===== src/rtl/ustore_pkg.sv =====
package ustore_pkg;
  localparam int DW         = 32;
  localparam int NENT       = 48;
  localparam int AW         = $clog2(NENT);
  localparam int SW         = 3;
  localparam int R1W        = 4;
  localparam int NFPR       = 8;
  localparam int FW         = $clog2(NFPR);
  localparam int GPR_BASE   = 0;
  localparam int FPR_BASE   = 16;
  localparam int TRAP_BASE  = 24;
  localparam int WORK_BASE  = 32;
  localparam int SPLIT_SLOT = 6;
  localparam int NUM_RD     = 2;

  typedef logic [AW-1:0] paddr_t;
  typedef logic [DW-1:0] word_t;

  typedef struct packed {
    logic           trap;
    logic           split;
    logic           fpr;
    logic [R1W-1:0] r1;
  } win_ctx_t;
endpackage


===== src/rtl/ustore_addr_map.sv =====
module ustore_addr_map
  import ustore_pkg::*;
(
  input  logic     full_i,
  input  paddr_t   addr_i,
  input  win_ctx_t ctx_i,
  output paddr_t   phys_o,
  output logic     illegal_o
);
  logic [SW-1:0]  slot;
  logic [R1W-1:0] reg_idx;
  logic           bump;

  assign slot    = addr_i[SW-1:0];
  assign bump    = (slot == SW'(SPLIT_SLOT + 1));
  assign reg_idx = ctx_i.r1 + R1W'(bump);  // wraps within 16 general regs

  always_comb begin
    illegal_o = 1'b0;
    if (full_i) begin
      phys_o    = addr_i;
      illegal_o = (addr_i >= AW'(NENT));
    end else if (ctx_i.trap) begin
      phys_o = AW'(TRAP_BASE) + AW'(slot);
    end else if (ctx_i.split && (slot >= SW'(SPLIT_SLOT))) begin
      if (ctx_i.fpr) phys_o = AW'(FPR_BASE) + AW'(reg_idx[FW-1:0]);
      else           phys_o = AW'(GPR_BASE) + AW'(reg_idx);
    end else begin
      phys_o = AW'(WORK_BASE) + AW'(slot);
    end
  end
endmodule


===== src/rtl/ustore_level_reg.sv =====
module ustore_level_reg (
  input  logic clk_i,
  input  logic rst_ni,
  input  logic enter_i,
  input  logic return_i,
  output logic trap_o
);
  always_ff @(posedge clk_i or negedge rst_ni) begin
    if (!rst_ni)       trap_o <= 1'b0;
    else if (enter_i)  trap_o <= 1'b1;
    else if (return_i) trap_o <= 1'b0;
  end
endmodule


===== src/rtl/ustore_reg_array.sv =====
module ustore_reg_array
  import ustore_pkg::*;
#(
  parameter int N_RD = NUM_RD
) (
  input  logic   clk_i,
  input  logic   rst_ni,
  input  logic   we_i,
  input  paddr_t waddr_i,
  input  word_t  wdata_i,
  input  paddr_t raddr_i   [N_RD],
  input  logic   rillegal_i[N_RD],
  output word_t  rdata_o   [N_RD]
);
  word_t mem [NENT];

  always_ff @(posedge clk_i or negedge rst_ni) begin
    if (!rst_ni) begin
      for (int k = 0; k < NENT; k++) mem[k] <= '0;
    end else if (we_i) begin
      mem[waddr_i] <= wdata_i;
    end
  end

  for (genvar p = 0; p < N_RD; p++) begin : g_rd
    always_comb begin
      if (rillegal_i[p])                     rdata_o[p] = '0;
      else if (we_i && waddr_i == raddr_i[p]) rdata_o[p] = wdata_i;
      else                                    rdata_o[p] = mem[raddr_i[p]];
    end
  end
endmodule


===== src/rtl/ustore_window_rf.sv =====
module ustore_window_rf
  import ustore_pkg::*;
(
  input  logic        clk_i,
  input  logic        rst_ni,
  input  logic        trap_enter_i,
  input  logic        trap_return_i,
  input  logic [3:0]  r1_i,
  input  logic        fpr_sel_i,
  input  logic        win_split_i,
  input  logic        rd_a_full_i,
  input  logic [5:0]  rd_a_addr_i,
  output logic [31:0] rd_a_data_o,
  input  logic        rd_b_full_i,
  input  logic [5:0]  rd_b_addr_i,
  output logic [31:0] rd_b_data_o,
  input  logic        wr_en_i,
  input  logic        wr_full_i,
  input  logic [5:0]  wr_addr_i,
  input  logic [31:0] wr_data_i,
  output logic        addr_err_o
);
  localparam int NPORT = NUM_RD + 1;  // last index is the write port

  logic     trap_lvl;
  win_ctx_t ctx;
  logic     p_full   [NPORT];
  paddr_t   p_addr   [NPORT];
  paddr_t   p_phys   [NPORT];
  logic     p_ill    [NPORT];
  paddr_t   rd_phys  [NUM_RD];
  logic     rd_ill   [NUM_RD];
  word_t    rd_data  [NUM_RD];
  logic     wr_ok;
  logic     err_q;

  ustore_level_reg u_level (
    .clk_i   (clk_i),
    .rst_ni  (rst_ni),
    .enter_i (trap_enter_i),
    .return_i(trap_return_i),
    .trap_o  (trap_lvl)
  );

  assign ctx = '{trap: trap_lvl, split: win_split_i, fpr: fpr_sel_i, r1: r1_i};

  assign p_full[0] = rd_a_full_i;
  assign p_addr[0] = rd_a_addr_i;
  assign p_full[1] = rd_b_full_i;
  assign p_addr[1] = rd_b_addr_i;
  assign p_full[2] = wr_full_i;
  assign p_addr[2] = wr_addr_i;

  for (genvar p = 0; p < NPORT; p++) begin : g_map
    ustore_addr_map u_map (
      .full_i   (p_full[p]),
      .addr_i   (p_addr[p]),
      .ctx_i    (ctx),
      .phys_o   (p_phys[p]),
      .illegal_o(p_ill[p])
    );
  end

  for (genvar p = 0; p < NUM_RD; p++) begin : g_rdsel
    assign rd_phys[p] = p_phys[p];
    assign rd_ill[p]  = p_ill[p];
  end

  assign wr_ok = wr_en_i && !p_ill[NUM_RD];

  ustore_reg_array #(.N_RD(NUM_RD)) u_array (
    .clk_i     (clk_i),
    .rst_ni    (rst_ni),
    .we_i      (wr_ok),
    .waddr_i   (p_phys[NUM_RD]),
    .wdata_i   (wr_data_i),
    .raddr_i   (rd_phys),
    .rillegal_i(rd_ill),
    .rdata_o   (rd_data)
  );

  assign rd_a_data_o = rd_data[0];
  assign rd_b_data_o = rd_data[1];

  always_ff @(posedge clk_i or negedge rst_ni) begin
    if (!rst_ni) err_q <= 1'b0;
    else         err_q <= p_ill[0] || p_ill[1] || (wr_en_i && p_ill[NUM_RD]);
  end

  assign addr_err_o = err_q;
endmodule


===== config.mk =====
export PLATFORM = sky130hd
export DESIGN_NAME = ustore_window_rf
export DESIGN_NICKNAME = d
export VERILOG_FILES = /design/src/rtl/ustore_pkg.sv /design/src/rtl/ustore_addr_map.sv /design/src/rtl/ustore_level_reg.sv /design/src/rtl/ustore_reg_array.sv /design/src/rtl/ustore_window_rf.sv
export SDC_FILE = /design/constraint.sdc
export NUM_CORES = 2
export LEC_CHECK = 0
export ABC_CLOCK_PERIOD_IN_PS = 5100
export BUFFER_PORTS_ARGS = -buffer_cell sky130_fd_sc_hd__buf_4
export CELL_PAD_IN_SITES_DETAIL_PLACEMENT = 0
export CELL_PAD_IN_SITES_GLOBAL_PLACEMENT = 1
export CORE_MARGIN = 3
export CORE_UTILIZATION = 40
export CTS_BUF_LIST = sky130_fd_sc_hd__clkbuf_8
export DETAILED_ROUTE_END_ITERATION = 12
export PLACE_DENSITY = 0.74
export SETUP_SLACK_MARGIN = 0.15
export SYNTH_ARGS = -nofsm -noshare
export SYNTH_HDL_FRONTEND = slang
export SYNTH_SLANG_ARGS = --single-unit

===== constraint.sdc =====
create_clock -name clk_i -period 5.1 [get_ports clk_i]
set_input_delay 1.02 -clock clk_i [delete_from_list [all_inputs] [get_ports clk_i]]
set_output_delay 1.02 -clock clk_i [all_outputs]
set_load 0.02 [all_outputs]

==> results.sh <==
export IMPL_grt_max_degree=121
export IMPL_crit_path_max_fanout=8
export IMPL_drt_iter0_drc=9407
export IMPL_io_pins=129
export IMPL_nFillCells=18021
export IMPL_setup_viol=64
export IMPL_p_leak_nw=48.0
export IMPL_cts_htree_levels=5
export IMPL_period_share_pct=107
export IMPL_postSynth_asyncResetShare_pct=100
export IMPL_reg2reg_setup_slack_ns=0.96
export IMPL_drc=0
export IMPL_fin_ws_ns=-0.352
export IMPL_synth_seq_area_share_pct=45.3
export IMPL_maxCapViolations=0
export IMPL_worst_ir_drop_vdd_mv=0.314
export IMPL_status="finished with violations"
export IMPL_rsz0062_at_grt="yes"
export IMPL_critical_path_cell_chain="nor3b_4, nand4_1, buf_4, nand2_4, buf_12, buf_16, buf_12, mux4_2, nand2_2, nand4_1, o21ai_1, buf_4, a31oi_4, buf_6"
export IMPL_chipHeight_um=467
export IMPL_synth_area_um2=84900
export IMPL_start_kind="register"
export IMPL_hold_violations=0
export IMPL_grt_pass1_vias=70634
export IMPL_cpMaxStageDelayCell="mux4_2"
export IMPL_cpPeakStageDelay_ns=0.53
export IMPL_layout_drive_gt1_share_pct=45.1
export IMPL_criticalPathCategory="register to output pin"
export IMPL_final_antenna_net_count=0
export IMPL_vias=72731
export IMPL_core_area_um2=210000
export IMPL_relSlewSlack_pct=29.5
export IMPL_max_freq_mhz=183
export IMPL_cts_tree="built"
export IMPL_synth_cell_types=65
export IMPL_totalWireLength_um=348000
export IMPL_violations="negative setup slack"
export IMPL_synth_flop_cell="dfrtp_1"
export IMPL_cellPowerDensity_nw_per_um2=346
export IMPL_required_ns=4.08
export IMPL_slew_violations=0
export IMPL_dieWidth_um=467
export IMPL_yosysWarnings=0
export IMPL_clk_latency_ns=1.06
export IMPL_place_congestion=0.975
export IMPL_antenna_found_initial=22
export IMPL_synthCells=7759
export IMPL_tightest_slew_ns=1.06
export IMPL_dpl_cell_area_um2=94900
export IMPL_wl_per_cell_um=30.4
export IMPL_cp_end_kind="output pin"
export IMPL_cts_buffer_depth=4
export IMPL_hold_path_class="input pin to register"
export IMPL_track_usage_pct=30.4
export IMPL_clk_pin_slew_ns=0.08
export IMPL_die_area_um2=218000
export IMPL_syn_area_per_cell_um2=10.9
export IMPL_dpl_hpwl_um=213000
export IMPL_syn_nets=7829
export IMPL_finalSetupTns_ns=-14.41
export IMPL_numCtsBuffers=288
export IMPL_num_rows=168
export IMPL_fin_area_um2=108000
export IMPL_first_pass_iters=8
export IMPL_post_route_min_period_ns=5.45
export IMPL_root_buffer="clkbuf_8"
export IMPL_start_util_pct=40.4
export IMPL_viasPerCell=6.35
export IMPL_portBuffers=128
export IMPL_finClkSkew_ns=0.0737
export IMPL_cp_data_arrival_time_ns=4.43
export IMPL_final_nets=8517
export IMPL_synth_seq_cells=1538
export IMPL_syn_to_final_growth_pct=27.1
export IMPL_cts_sinks=1538
export IMPL_grt_first_pass_wirelength_um=491000
export IMPL_synth_edf_count=0
export IMPL_grt_overflow_total=0
==> what timing repair did <==
| action | 4_1_cts | 5_1_grt |
|---|---|---|
| cloned | 23 | 36 |
| endpoints found under the setup margin | 64 | 64 |
| pin swaps | 95 | 297 |
| endpoints found under the hold margin | 19 | 0 |
| buffers inserted | 80 | 153 |
| hold buffers | 1 | 0 |
| resized for setup | 280 | 609 |
==> per-stage QoR <==
stage | hold slack [ns] | utilization, % | setup WS, ns | instances | power, W
5_1_grt | 0.123 | 51.3 | -0.405 | 11450 | 0.0388
3_5_place_dp | 0.494 | 45.1 | -0.640 | 10670 | 0.0239
4_1_cts | 0.0732 | 49.0 | -0.324 | 11252 | 0.0365
3_3_place_gp | 0.485 | 45.1 | -0.590 | 10670 | 0.0236
6_report | 0.132 | 51.3 | -0.352 | 11453 | 0.0374
2_1_floorplan | 0.461 | - | 0.205 | 7759 | 0.0206
==> critical path, delay by kind of cell, from the launching register on <==
family,cells,cell delay [ns]
simple gates,5,0.91
mux,1,0.53
flops,1,0.49
buf+inv,6,1.01
compound gates,2,0.37
==> kinds of logic after synthesis <==
logic type | Yosys count | synth area share [%]
AO/OA/AOI/OAI | 763 | 6.73
XOR/XNOR | 16 | 0.165
adder cells (fa/ha/maj) | 6 | 0.0884
buffers and inverters | 808 | 4.10
flip-flops | 1538 | 45.3
multiplexers | 2043 | 30.2
AND/OR/NAND/NOR | 2585 | 13.4
==> cell usage in the layout, fill, tap and decap left out, types with 28 or more instances in the layout <==
cell       instances
dfrtp_1         1537
mux2_2          1513
nand2_1         1504
buf_4            680
nand3_1          611
clkbuf_8         362
mux4_2           262
mux2i_1          238
buf_12           217
buf_6            177
and3_1           125
a22oi_2           96
inv_1             90
a31oi_1           89
a311oi_1          86
nand2_2           79
nand4_1           66
a32oi_1           60
a211oi_1          54
buf_16            45
a311oi_2          43
o21ai_2           38
nor2_4            37
o21ai_1           37
clkbuf_16         35
a31oi_4           32
a22oi_1           31
buf_8             31
o22a_1            30
o2111ai_1         28
==> final cells by class <==
type | instances | area, um^2 | area share, %
Antenna cell | 13 | 32.5 | 0.0301
Clock buffer | 362 | 4980 | 4.62
Clock inverter | 116 | 747 | 0.692
Inverter | 12 | 45.0 | 0.0417
Multi-Input combinational cell | 5414 | 45900 | 42.5
Sequential cell | 1538 | 38500 | 35.7
Tap cell | 2805 | 3510 | 3.25
Timing Repair Buffer | 1193 | 14200 | 13.2
==> cell usage after synthesis, types with 30 or more instances <==
cell	count	area, um^2
buf_2	298	1490
mux2i_1	263	2630
and3_1	135	845
a311oi_1	129	1130
a211oi_1	68	510
o22a_1	31	272
mux4_2	262	5900
and4_1	30	263
o2111ai_1	32	280
nand3_1	617	3090
dfrtp_1	1538	38500
nor2_1	74	278
o21ai_0	101	505
a22oi_1	127	953
clkbuf_1	424	1590
a32oi_1	63	552
a31oi_1	127	795
a221oi_1	32	280
or4_1	32	240
nand2_1	1587	5960
buf_1	57	214
nand4_1	66	413
mux2_2	1514	17000
==> per-layer routing <==
metal  GRT usage [%]  up-vias  wire length [um]
li1                -    29717                 -
met1            40.0    37410            135000
met2            45.5     4510            154000
met3            7.56     1092             36300
met4            17.3        2             22400
met5               0        -                13
==> power by group <==
part           internal, W  leakage [nW]  switching [W]  total, W
Clock              0.00684          3.25        0.00551    0.0124
Combinational      0.00459          24.2        0.00441   0.00900
Sequential          0.0143          20.5        0.00171    0.0160
Total               0.0258          48.0         0.0116    0.0374
==> registers in the layout, summed over array words and instances, names as in the netlist <==
signal / flops
addr_err_o: 1
u_level.trap_o: 1
u_array.mem: 1536
==> worst paths after layout <==
check,startpoint,cells past startpoint,to
worst max-delay path,u_level.trap_o,14,rd_b_data_o[12]
worst min-delay path,trap_enter_i,2,u_level.trap_o
worst max register to register,u_level.trap_o,11,u_array.mem[996]
worst min register to register,u_array.mem[1054],2,u_array.mem[1054]
max in group asynchronous,rst_ni,3,u_array.mem[913]
min in group asynchronous,rst_ni,2,u_array.mem[249]
(Power assumes the default switching activity.)
